`src/rtl/pcib_pkg.sv`:
```
package pcib_pkg;
  // downstream request kinds
  localparam logic [1:0] DK_CFG = 2'd0;
  localparam logic [1:0] DK_MEM = 2'd1;
  localparam logic [1:0] DK_IO  = 2'd2;

  // access size codes
  localparam logic [1:0] SZ_B   = 2'd0;
  localparam logic [1:0] SZ_H   = 2'd1;
  localparam logic [1:0] SZ_W   = 2'd2;
  localparam logic [1:0] SZ_BAD = 2'd3;

  // register-window word indices (byte offset / 4)
  localparam int IDXW = 8;
  localparam logic [IDXW-1:0] IDX_PTR    = 8'h70;
  localparam logic [IDXW-1:0] IDX_MBASE  = 8'h71;
  localparam logic [IDXW-1:0] IDX_IOBASE = 8'h72;
  localparam logic [IDXW-1:0] IDX_DPORT  = 8'h88;

  typedef enum logic [1:0] {
    ST_IDLE  = 2'd0,
    ST_ISSUE = 2'd1,
    ST_WAIT  = 2'd2,
    ST_DONE  = 2'd3
  } fsm_e;
endpackage

```
`src/rtl/pcib_win_decode.sv`:
```
module pcib_win_decode #(
  parameter int              AW         = 32,
  parameter logic [AW-1:0]   REG_BASE   = 32'h1E20_0000,
  parameter logic [AW-1:0]   REG_LEN    = 32'h0000_0224,
  parameter logic [AW-1:0]   IO_BASE    = 32'h1E24_0000,
  parameter logic [AW-1:0]   IO_LEN     = 32'h0004_0000,
  parameter logic [AW-1:0]   MEM_BASE   = 32'h1D00_0000,
  parameter logic [AW-1:0]   MEM_LEN    = 32'h0100_0000,
  parameter logic [AW-1:0]   ALIAS_FLIP = 32'hE000_0000
) (
  input  logic [AW-1:0] addr,
  output logic          hit_reg,
  output logic          hit_io,
  output logic          hit_mem,
  output logic [AW-1:0] off
);
  localparam int NWIN = 3;

  logic [NWIN-1:0] hit;
  logic [AW-1:0]   woff [NWIN];

  for (genvar w = 0; w < NWIN; w++) begin : g_win
    localparam logic [AW-1:0] WB = (w == 0) ? REG_BASE : (w == 1) ? IO_BASE : MEM_BASE;
    localparam logic [AW-1:0] WL = (w == 0) ? REG_LEN  : (w == 1) ? IO_LEN  : MEM_LEN;
    logic [AW-1:0] o_lo, o_hi;
    logic          in_lo, in_hi;
    assign o_lo   = addr - WB;
    assign o_hi   = addr - (WB ^ ALIAS_FLIP);
    assign in_lo  = (o_lo < WL);
    assign in_hi  = (o_hi < WL);
    assign hit[w] = in_lo | in_hi;
    assign woff[w] = in_lo ? o_lo : o_hi;
  end

  assign hit_reg = hit[0];
  assign hit_io  = hit[1];
  assign hit_mem = hit[2];

  always_comb begin
    off = '0;
    for (int w = 0; w < NWIN; w++) begin
      if (hit[w]) off = woff[w];
    end
  end
endmodule

```
`src/rtl/pcib_cfg_regs.sv`:
```
module pcib_cfg_regs
  import pcib_pkg::*;
#(
  parameter int               DW        = 32,
  parameter int               HDR_WORDS = 64,
  parameter logic [15:0]      VENDOR_ID = 16'h1B2C,
  parameter logic [15:0]      DEVICE_ID = 16'h350E,
  parameter logic [DW-1:0]    W1_INIT   = 32'h0290_0080
) (
  input  logic            clk,
  input  logic            rst_n,
  input  logic            wr_en,
  input  logic [IDXW-1:0] idx,
  input  logic [DW-1:0]   wdata,
  output logic [DW-1:0]   rdata,
  output logic [DW-1:0]   cfg_ptr,
  output logic [DW-1:0]   mem_base,
  output logic [DW-1:0]   io_base
);
  localparam int HW = $clog2(HDR_WORDS);

  logic [DW-1:0] hdr_w [HDR_WORDS];

  for (genvar w = 0; w < HDR_WORDS; w++) begin : g_hdr
    localparam logic [DW-1:0] INIT = (w == 0) ? DW'({DEVICE_ID, VENDOR_ID}) :
                                     (w == 1) ? W1_INIT : '0;
    logic          word_en;
    logic [DW-1:0] word_q;
    assign word_en = wr_en && (idx == IDXW'(w));
    always_ff @(posedge clk or negedge rst_n) begin
      if (!rst_n)       word_q <= INIT;
      else if (word_en) word_q <= wdata;
    end
    assign hdr_w[w] = word_q;
  end

  logic ptr_en, mb_en, iob_en;
  assign ptr_en = wr_en && (idx == IDX_PTR);
  assign mb_en  = wr_en && (idx == IDX_MBASE);
  assign iob_en = wr_en && (idx == IDX_IOBASE);

  always_ff @(posedge clk or negedge rst_n) begin
    if (!rst_n) begin
      cfg_ptr  <= '0;
      mem_base <= '0;
      io_base  <= '0;
    end else begin
      if (ptr_en) cfg_ptr  <= wdata;
      if (mb_en)  mem_base <= wdata;
      if (iob_en) io_base  <= wdata;
    end
  end

  always_comb begin
    rdata = '0;
    if (idx < IDXW'(HDR_WORDS)) rdata = hdr_w[idx[HW-1:0]];
    else if (idx == IDX_PTR)    rdata = cfg_ptr;
  end

  assert_ptr_hold_R3: assert property (@(posedge clk) disable iff (!rst_n)
    !ptr_en |=> $stable(cfg_ptr));
endmodule

```
`src/rtl/pcib_lane.sv`:
```
module pcib_lane #(
  parameter int DW = 32
) (
  input  logic [1:0]      wsize,
  input  logic [1:0]      wlo,
  input  logic [DW-1:0]   wdata,
  input  logic [1:0]      rsize,
  input  logic [1:0]      rlo,
  input  logic [DW-1:0]   rsp,
  output logic [DW/8-1:0] be,
  output logic [DW-1:0]   wlane,
  output logic [DW-1:0]   rjust
);
  localparam int NB = DW / 8;

  function automatic logic [4:0] shamt(input logic [1:0] sz, input logic [1:0] lo);
    case (sz)
      2'd0:    shamt = {lo, 3'b000};
      2'd1:    shamt = {lo[1], 4'b0000};
      default: shamt = 5'd0;
    endcase
  endfunction

  logic [4:0]    wsh, rsh;
  logic [DW-1:0] rmask;

  assign wsh = shamt(wsize, wlo);
  assign rsh = shamt(rsize, rlo);

  always_comb begin
    case (wsize)
      2'd0:    be = NB'(1) << wlo;
      2'd1:    be = wlo[1] ? NB'(4'b1100) : NB'(4'b0011);
      default: be = '1;
    endcase
    case (rsize)
      2'd0:    rmask = DW'(32'h0000_00FF);
      2'd1:    rmask = DW'(32'h0000_FFFF);
      default: rmask = '1;
    endcase
  end

  assign wlane = wdata << wsh;
  assign rjust = (rsp >> rsh) & rmask;
endmodule

```
`src/rtl/pcib_window_front.sv`:
```
module pcib_window_front
  import pcib_pkg::*;
#(
  parameter logic [15:0] VENDOR_ID  = 16'h1B2C,
  parameter logic [15:0] DEVICE_ID  = 16'h350E,
  parameter logic [31:0] W1_INIT    = 32'h0290_0080,
  parameter int          HDR_WORDS  = 64,
  parameter logic [31:0] REG_BASE   = 32'h1E20_0000,
  parameter logic [31:0] REG_LEN    = 32'h0000_0224,
  parameter logic [31:0] IO_BASE    = 32'h1E24_0000,
  parameter logic [31:0] IO_LEN     = 32'h0004_0000,
  parameter logic [31:0] MEM_BASE   = 32'h1D00_0000,
  parameter logic [31:0] MEM_LEN    = 32'h0100_0000,
  parameter logic [31:0] ALIAS_FLIP = 32'hE000_0000
) (
  input  logic        clk,
  input  logic        rst_n,
  input  logic        cpu_req,
  input  logic        cpu_we,
  input  logic [31:0] cpu_addr,
  input  logic [1:0]  cpu_size,
  input  logic [31:0] cpu_wdata,
  output logic        cpu_done,
  output logic [31:0] cpu_rdata,
  output logic        dn_valid,
  input  logic        dn_ready,
  output logic [1:0]  dn_kind,
  output logic        dn_write,
  output logic [31:0] dn_addr,
  output logic [1:0]  dn_size,
  output logic [3:0]  dn_be,
  output logic [31:0] dn_wdata,
  input  logic        dn_rsp_valid,
  input  logic [31:0] dn_rsp_data
);
  localparam int AW = 32;
  localparam int DW = 32;
  localparam int NB = DW / 8;

  // reset: asserted asynchronously, released on the clock
  logic [1:0] rs_q;
  logic       rst_s;
  always_ff @(posedge clk or negedge rst_n) begin
    if (!rst_n) rs_q <= 2'b00;
    else        rs_q <= {rs_q[0], 1'b1};
  end
  assign rst_s = rs_q[1];

  // decode
  logic          hit_reg, hit_io, hit_mem;
  logic [AW-1:0] off;
  logic [IDXW-1:0] idx;

  pcib_win_decode #(
    .AW(AW), .REG_BASE(REG_BASE), .REG_LEN(REG_LEN), .IO_BASE(IO_BASE),
    .IO_LEN(IO_LEN), .MEM_BASE(MEM_BASE), .MEM_LEN(MEM_LEN), .ALIAS_FLIP(ALIAS_FLIP)
  ) u_dec (
    .addr(cpu_addr), .hit_reg(hit_reg), .hit_io(hit_io), .hit_mem(hit_mem), .off(off)
  );
  assign idx = off[IDXW+1:2];

  // state
  fsm_e          st_q, st_n;
  logic [1:0]    kind_q, kind_n;
  logic          write_q, write_n;
  logic [AW-1:0] addr_q, addr_n;
  logic [1:0]    size_q, size_n;
  logic [1:0]    lo_q, lo_n;
  logic [NB-1:0] be_q, be_n;
  logic [DW-1:0] wdata_q, wdata_n;
  logic [DW-1:0] rdata_q, rdata_n;

  logic accept, word_acc, local_wr;
  assign accept   = (st_q == ST_IDLE) && cpu_req;
  assign word_acc = accept && hit_reg && (cpu_size == SZ_W);
  assign local_wr = word_acc && cpu_we && (idx != IDX_DPORT);

  // register file
  logic [DW-1:0] reg_rdata, cfg_ptr, mem_base, io_base;
  pcib_cfg_regs #(
    .DW(DW), .HDR_WORDS(HDR_WORDS), .VENDOR_ID(VENDOR_ID),
    .DEVICE_ID(DEVICE_ID), .W1_INIT(W1_INIT)
  ) u_regs (
    .clk(clk), .rst_n(rst_s), .wr_en(local_wr), .idx(idx), .wdata(cpu_wdata),
    .rdata(reg_rdata), .cfg_ptr(cfg_ptr), .mem_base(mem_base), .io_base(io_base)
  );

  // lanes
  logic [NB-1:0] lane_be;
  logic [DW-1:0] lane_wdata, lane_rjust;
  pcib_lane #(.DW(DW)) u_lane (
    .wsize(cpu_size), .wlo(cpu_addr[1:0]), .wdata(cpu_wdata),
    .rsize(size_q), .rlo(lo_q), .rsp(dn_rsp_data),
    .be(lane_be), .wlane(lane_wdata), .rjust(lane_rjust)
  );

  // next state
  always_comb begin
    st_n    = st_q;
    kind_n  = kind_q;
    write_n = write_q;
    addr_n  = addr_q;
    size_n  = size_q;
    lo_n    = lo_q;
    be_n    = be_q;
    wdata_n = wdata_q;
    rdata_n = rdata_q;
    case (st_q)
      ST_IDLE: begin
        if (cpu_req) begin
          st_n    = ST_DONE;
          rdata_n = '0;
          write_n = cpu_we;
          size_n  = cpu_size;
          lo_n    = cpu_addr[1:0];
          be_n    = lane_be;
          wdata_n = lane_wdata;
          if (hit_reg) begin
            if (cpu_size == SZ_W) begin
              if (idx == IDX_DPORT) begin
                st_n   = ST_ISSUE;
                kind_n = DK_CFG;
                addr_n = cfg_ptr;
                be_n   = '1;
              end else if (!cpu_we) begin
                rdata_n = reg_rdata;
              end
            end
          end else if ((hit_io || hit_mem) && (cpu_size != SZ_BAD)) begin
            st_n   = ST_ISSUE;
            kind_n = hit_io ? DK_IO : DK_MEM;
            addr_n = off + (hit_io ? io_base : mem_base);
          end
        end
      end
      ST_ISSUE: if (dn_ready) st_n = write_q ? ST_DONE : ST_WAIT;
      ST_WAIT: begin
        if (dn_rsp_valid) begin
          rdata_n = lane_rjust;
          st_n    = ST_DONE;
        end
      end
      default: st_n = ST_IDLE;
    endcase
  end

  // registers
  always_ff @(posedge clk or negedge rst_s) begin
    if (!rst_s) begin
      st_q    <= ST_IDLE;
      kind_q  <= DK_CFG;
      write_q <= 1'b0;
      addr_q  <= '0;
      size_q  <= SZ_B;
      lo_q    <= '0;
      be_q    <= '0;
      wdata_q <= '0;
      rdata_q <= '0;
    end else begin
      st_q <= st_n;
      if (accept) begin
        kind_q  <= kind_n;
        write_q <= write_n;
        addr_q  <= addr_n;
        size_q  <= size_n;
        lo_q    <= lo_n;
        be_q    <= be_n;
        wdata_q <= wdata_n;
      end
      rdata_q <= rdata_n;
    end
  end

  assign cpu_done  = (st_q == ST_DONE);
  assign cpu_rdata = rdata_q;
  assign dn_valid  = (st_q == ST_ISSUE);
  assign dn_kind   = kind_q;
  assign dn_write  = write_q;
  assign dn_addr   = addr_q;
  assign dn_size   = size_q;
  assign dn_be     = be_q;
  assign dn_wdata  = wdata_q;

  // checks
  assert_dn_hold_R12: assert property (@(posedge clk) disable iff (!rst_s)
    dn_valid && !dn_ready |=> dn_valid && $stable(dn_addr) && $stable(dn_kind) &&
      $stable(dn_be) && $stable(dn_wdata) && $stable(dn_write));
  assert_done_pulse_R12: assert property (@(posedge clk) disable iff (!rst_s)
    cpu_done |=> !cpu_done);
  assert_wr_done_R12: assert property (@(posedge clk) disable iff (!rst_s)
    dn_valid && dn_ready && dn_write |=> cpu_done);
  assert_rd_done_R12: assert property (@(posedge clk) disable iff (!rst_s)
    (st_q == ST_WAIT) && dn_rsp_valid |=> cpu_done);
  assert_be_count_R11: assert property (@(posedge clk) disable iff (!rst_s)
    dn_valid |-> (dn_size != SZ_BAD) &&
      ($countones(dn_be) == ((dn_size == SZ_B) ? 1 : (dn_size == SZ_H) ? 2 : 4)));
  assert_cfg_word_R5: assert property (@(posedge clk) disable iff (!rst_s)
    dn_valid && (dn_kind == DK_CFG) |-> (dn_size == SZ_W) && (dn_be == 4'hF));
  assert_win_excl_R10: assert property (@(posedge clk) disable iff (!rst_s)
    $onehot0({hit_reg, hit_io, hit_mem}));
endmodule

```
`config.mk`:
```
export PLATFORM = sky130hd
export DESIGN_NAME = pcib_window_front
export DESIGN_NICKNAME = d
export VERILOG_FILES = /design/src/rtl/pcib_pkg.sv /design/src/rtl/pcib_win_decode.sv /design/src/rtl/pcib_cfg_regs.sv /design/src/rtl/pcib_lane.sv /design/src/rtl/pcib_window_front.sv
export SDC_FILE = /design/constraint.sdc
export NUM_CORES = 2
export LEC_CHECK = 0
export CAP_MARGIN = 15
export CORE_MARGIN = 5
export CORE_UTILIZATION = 40
export DETAILED_ROUTE_END_ITERATION = 7
export PLACE_DENSITY = 0.58
export SKIP_CTS_REPAIR_TIMING = 1
export SLEW_MARGIN = 20
export SYNTH_ARGS = -nofsm -noshare
export SYNTH_HDL_FRONTEND = slang
export SYNTH_HIERARCHICAL = 1
export SYNTH_SLANG_ARGS = --single-unit
```
`constraint.sdc`:
```
create_clock -name clk -period 123 [get_ports clk]
set_input_delay 18.45 -clock clk [delete_from_list [all_inputs] [get_ports clk]]
set_output_delay 18.45 -clock clk [all_outputs]
set_load 0.03 [all_outputs]
```
Word level (Yosys, flattened, before mapping):

Cells that the tools add are included.

* register bits after elaboration: 2255
* bits of input ports: 104
* word-level logic and storage cells: 309

* add/subtract/negate cells: 7
* $lt $le $gt $ge: 8
* equal/unequal tests: 80
* shifts and indexed selects: 3
* mux-type cells: 45
* bitwise gates (word level): 5
* reductions and logical operators: 84

Operator list (number)
* $mux 32: 21
* $eq 8x6->1 const B: 32
* $bmux 32 s6: 1
* $eq 8x5->1 const B: 16
* $pmux 32 s2: 2
* $sub 32x29->32 const B: 3
* $sub 32x32->32 const B: 3
* $logic_and 1x1->1: 73
* $eq 8x4->1 const B: 8
* $lt 32x10->1 const B: 2
* $lt 32x19->1 const B: 2
* $lt 32x25->1 const B: 2
* $add 32x32->32: 1
* $and 32x32->32: 1
* $eq 8x3->1 const B: 4
* $shl 32x5->32: 1
* $shr 32x5->32: 1
* $eq 8x7->1 const B: 3
* $mux 2: 12
* $pmux 5 s2: 2
* $eq 8x2->1 const B: 2
* $mux 4: 4
* $reduce_and 3->1: 3
* $eq 8x1->1 const B: 1
* 19 further kinds: 32

Logic depth before layout (Yosys ltp):

* word-level depth: 17
* gate-level depth with buffers: 21
* gate-level depth less buffers: 18

Modules after synthesis:

The synthesis kept the hierarchy.

Modules (own cells, without submodules)
* pcib_cfg_regs: instances 1, cells an instance 6838, area an instance 97514.8 sq um, sequential area each 53674.0 sq um
* pcib_window_front: instances 1, cells an instance 831, area an instance 7009.2 sq um, sequential area each 2777.7 sq um
* pcib_lane: instances 1, cells an instance 191, area an instance 1442.6 sq um, sequential area each 0.0 sq um
* pcib_win_decode: instances 1, cells an instance 123, area an instance 929.6 sq um, sequential area each 0.0 sq um

Least setup slack after synthesis:

OpenSTA, ideal clock, no wires.

* kind: input-to-reg
* from: input port cpu_addr[24]
* to: register u_regs.g_hdr[39].word_q[10]
* library setup time: 125 ps
* data arrival time: 22554 ps
* required time: 122875 ps
* slack: 100321 ps
* cell stages on the path: 17
* path buffers: 1
* cell sequence: inv_1 > ha_1 > o21a_1 > a311o_1 > mux2i_1 > nand3_1 > a211o_4 > a21boi_0 > nand4bb_1 > nor2_1 > nor3_1 > inv_1 > nor2_2 > nand3_1 > nor2_1 > buf_2 > mux2_2

* word-level cells in the longest chain between the ends: 9

Ends and longest elaborated chain
* from (decl): line pcib_window_front.sv:20 `input logic [31:0] cpu_addr,`
* $sub 32x29->32 or $sub 32x32->32 (tied branches): line pcib_win_decode.sv:27, pcib_win_decode.sv:28
* $lt 32x10->1, on equally long branches: line pcib_win_decode.sv:29, pcib_win_decode.sv:30
* $mux 32 or $or 1x1->1 (tied branches): line pcib_win_decode.sv:32, pcib_win_decode.sv:31
* $mux 32 (2 in series): line pcib_win_decode.sv:42 `if (hit[w]) off = woff[w];`
* $mux 32 (*): line pcib_win_decode.sv:42
* named net off[8]: line pcib_window_front.sv:51 `logic [AW-1:0] off;`
* $ne 8x8->1 (*): line pcib_window_front.sv:76 `assign local_wr = word_acc && cpu_we && (idx != IDX_DPORT);`
* $logic_and 1x1->1 (*): line pcib_window_front.sv:76
* named net local_wr: line pcib_window_front.sv:73 `logic accept, word_acc, local_wr;`
* $logic_and 1x1->1 (*): line pcib_cfg_regs.sv:29 `assign word_en = wr_en && (idx == IDXW'(w));`
* to (signal assigned): line pcib_cfg_regs.sv:32 `else if (word_en) word_q <= wdata;`
* to (decl): line pcib_cfg_regs.sv:28 `logic [DW-1:0] word_q;`

The timed path passes the listed nets; every way through them passes the cells marked *.
A chain may end at the register's enable or synchronous reset.

Final worst setup path:

* from: input port cpu_addr[21]
* to: register rdata_q[27] (netlist: cpu_rdata[27])

* word-level cells in the longest chain between the ends: 17

Ends and longest elaborated chain
* $sub 32x29->32 or $sub 32x32->32 (tied branches): line pcib_win_decode.sv:27, pcib_win_decode.sv:28
* $lt 32x10->1, on equally long branches: line pcib_win_decode.sv:29, pcib_win_decode.sv:30
* $mux 32 or $or 1x1->1 (tied branches): line pcib_win_decode.sv:32, pcib_win_decode.sv:31
* $mux 32 (2 in series): line pcib_win_decode.sv:42
* $mux 32 (*): line pcib_win_decode.sv:42
* named net off[3]: line pcib_window_front.sv:51
* $not 6->7 (implied by the code): line pcib_cfg_regs.sv:56 `if (idx < IDXW'(HDR_WORDS)) rdata = hdr_w[idx[HW-1:0]];`
* $bmux 32 s6: line pcib_cfg_regs.sv:56
* $mux 32 (implied by the code) (2 in series): line pcib_cfg_regs.sv:56
* $mux 32 (*): line pcib_cfg_regs.sv:56
* named net reg_rdata[27]: line pcib_window_front.sv:79 `logic [DW-1:0] reg_rdata, cfg_ptr, mem_base, io_base;`
* $mux 32 (*): line pcib_window_front.sv:125 `end else if (!cpu_we) begin`
* $mux 32 (*): line pcib_window_front.sv:120 `if (idx == IDX_DPORT) begin`
* $mux 32 (*): line pcib_window_front.sv:119 `if (cpu_size == SZ_W) begin`
* $mux 32 (*): line pcib_window_front.sv:118 `if (hit_reg) begin`
* $mux 32 (*): line pcib_window_front.sv:110 `if (cpu_req) begin`
* $pmux 32 s2 (*): line pcib_window_front.sv:108 `case (st_q)`
* to (signal assigned): line pcib_window_front.sv:170 `rdata_q <= rdata_n;`
* to (decl): line pcib_window_front.sv:71 `logic [DW-1:0] rdata_q, rdata_n;`

The timed path passes the listed nets; every way through them passes the cells marked *. The select of a mux whose other input is x is not followed.

==> summary.md <==
- completed — run status
- clkdlybuf4s50_1, inv_1, ha_1, nor4b_1, nand2_1, nor4_1, o2111ai_1, o21ba_2, a21boi_4, buf_4, buf_4, buf_4, buf_4, mux2i_1, a22oi_1, nand3_1, nand4_1, a211o_1, a22oi_1, a21oi_1 — worst-path cell chain
- 4 — H-tree depth
- 0.05646 mm^2 — FF+latch area
- 26.49 ns — Critical Path AT
- 348700 um — final WL
- 210 — number of buffer cells added on primary ports
- 6 — number of warnings issued by yosys
- sky130_fd_sc_hd__dfrtp_1, sky130_fd_sc_hd__mux2_2, sky130_fd_sc_hd__mux2i_1 — largest cells by area after synthesis
- 52.81% — proportion of synthesized chip area in sequential cells
- 0.88 ns — stage delay of the slowest cell on the critical path
- 40.25% — starting density of the core
- 38.82 MHz — upper clock frequency limit
- 0.00001486 V — IR drop worst, VDD
- 211 — number of primary I/O pins
- 0 — # setup viols final
- 0.2656 mm^2 — core footprint
- 29 — initial antenna violation count
- flip-flop — Critical Path End Type
- 3 — CTS max path bufs
- 6 — first drt pass iteration count
- 0.07 ns — Reg clk slew, reported paths
- 177 — maximum number of pins on one net before global-route repair
- 0.90 ns — Worst-Skew Late Latency
- 0.1118 mm^2 — Placed Area
- sky130_fd_sc_hd__buf_4 — most frequent cell on the critical path
- 54.89 nW — static power due to leakage
- sky130_fd_sc_hd__buf_4 — CP max stage cell
- 70161 — number of global-route vias before repair
- 5636 — initial detailed-routing violation count
- 13.39 um^2 — mean post-synth cell area
- 5.906 — vias per std cell
- 11177 — total placed cells including tap cells
- 2255 — Yosys reg bits
- 100.0% — share of flip-flops with an asynchronous set or reset
- 96.48 ns — post-placement setup slack
- primary input — critical path startpoint category
- 0 — remaining number of nets flagged by the antenna check after routing
- 0.05684 ns — post-route clock skew
- 13.70 mW/mm^2 — power density over the cells
- 11626 — final std cells w/o fill
- sky130_fd_sc_hd__dfrtp_1 — cell accounting for the most synthesized area
- 0 — max-capacitance violation count
- 0.2777 mm^2 — Die ar.
- 23562 — Fill cells
- 19.48% — Slew HR
- 506300 um — global-route wire length before repair
- sky130_fd_sc_hd__dfrtp_1 — top flip-flop cell by instance count after synthesis
- 0 — final-report max-slew violation count
- 1.197 ns — slew at the pin closest to its max-slew limit
- 0.04723 mm^2 — multi-input logic area
- 52.37% — Yosys top cell area share
- sky130_fd_sc_hd__clkbuf_16 — clk root buf
- 8027 — Post-layout nets
- 2255 — count of clock tree sinks
- 0.1069 mm^2 — summed instance area of the synthesized netlist
- 0 — grt total ovfl
- 68667 — vias post-DR
- 123.73 ns — required arrival time at the worst endpoint
- 207200 um — DP HPWL
- yes — clock tree from TritonCTS
- 1.640 mW — post-layout power
- 0 ns — Final TNS setup
- 29.99 um — WL/cell
- sky130_fd_sc_hd__dfrtp_1 — dominant cell by count in the synthesized netlist
- in2reg — critical path type
- 0 — final-report hold violation count
- 45.06% — utilization after layout
- 24.57% — global-route usage over all layers
- 0.1197 mm^2 — post-route cell area
- 20.94% — share of the cycle needed by the critical path after routing
- 0 — number of flops mapped to enable cells by yosys
- no — RSZ-0062 raised after global routing
- sky130_fd_sc_hd__dfrtp_1, sky130_fd_sc_hd__mux2_2, sky130_fd_sc_hd__mux2i_1, sky130_fd_sc_hd__a22oi_1, sky130_fd_sc_hd__clkbuf_1 — Commonest cells post-synth
- 97.24 ns — Worst Slack Setup Final
- 36.51% — layout cells sized above 1
- 527.0 um — width of the die
- 11.95% — Area growth syn-to-layout
- 105 — post-synthesis cell type count
- 0.8944 — routability cong.
- 0 — residual DRC count
- 55 — maximum fanout along the worst path
- 0.3219 ns — Min Hold Slack
- 189 — placement row count
- reg2reg — min-delay worst type
- 527.0 um — die height
- 7983 — cells after synthesis
- 25.76 ns — fin crit period
- 231 — clock buffers created by TritonCTS
## state kept, by name, indices dropped and copies added, names as in the netlist
signal               cells
u_regs/cfg_ptr          32
lo_q                     2
dn_kind                  2
dn_size                  2
dn_write                 1
rs_q                     2
u_regs/io_base          32
st_q                     2
cpu_rdata               32
dn_wdata                32
dn_addr                 32
u_regs/mem_base         32
dn_be                    4
u_regs/g_hdr.word_q   2048
## layer usage
metal	wire length [um]	global-route usage (%)	part of all wire, %	up-vias
li1	-	-	-	29130
met1	154900	34.27	44	36899
met2	159500	38.84	46	2094
met3	19290	3.691	5.5	536
met4	14900	9.471	4.3	8
met5	51	0	0.015	-
## critical path: cells and delay by family
kind,cells,cell delay (ns)
AND/OR/NAND/NOR,5,1.30
buffers and inverters,6,3.94
adder cells (fa/ha/maj),1,0.29
AO/OA/AOI/OAI,7,2.06
multiplexers,1,0.29
## placed cells by master, fill, tap and decap left out, drive strengths merged, types with 43 or more instances in the layout
cell type	count
nand3	147
mux2i	925
buf	241
nand2	225
o22ai	138
clkdlybuf4s50	177
ha	43
o21ai	76
a22oi	395
nor2	149
clkinv	53
dfrtp	2237
a21oi	129
clkbuf	352
mux4	64
mux2	2175
## layout make-up
| cell class | instances | share of cell area [%] |
|---|---|---|
| well taps | 3533 | 3.694 |
| repair buffers | 418 | 3.123 |
| clock buffers | 352 | 5.715 |
| clock inverters | 73 | 0.7089 |
| flip-flops and latches | 2255 | 47.18 |
| multi-input cells | 4950 | 39.47 |
| inverters | 23 | 0.07214 |
| diodes | 22 | 0.04600 |
## cells by family after synthesis
| group | after synthesis | synth area share, % |
|---|---|---|
| multiplexers | 3164 | 32.92 |
| AND/OR/NAND/NOR | 761 | 3.708 |
| other | 2 | 0.007026 |
| flip-flops | 2255 | 52.81 |
| XOR/XNOR | 24 | 0.1966 |
| adder cells (fa/ha/maj) | 44 | 0.5220 |
| buffers and inverters | 783 | 3.497 |
| AO/OA/AOI/OAI | 950 | 6.337 |
## final timing paths
kind / from / to / slack [ns] / depth (start not counted)
setup / recovery: cpu_addr[21] / cpu_rdata[27] / 97.24 / 20
hold / removal: rs_q[0] / rs_q[1] / 0.32 / 0
setup reg to reg: st_q[0] / u_regs/g_hdr[15].word_q[10] / 118.54 / 13
hold reg to reg: rs_q[0] / rs_q[1] / 0.32 / 0
max in group asynchronous: rst_n / rs_q[0] / 105.14 / 1
min in group asynchronous: rs_q[1] / u_regs/g_hdr[20].word_q[29] / 0.39 / 0
## where the power goes
group / switching [mW] / total (mW) / internal (mW)
clock: 0.299 / 0.709 / 0.409
combinational: 0.110 / 0.155 / 0.0450
sequential: 0.0213 / 0.776 / 0.755
Note: power is estimated with default switching activity, not from simulation.
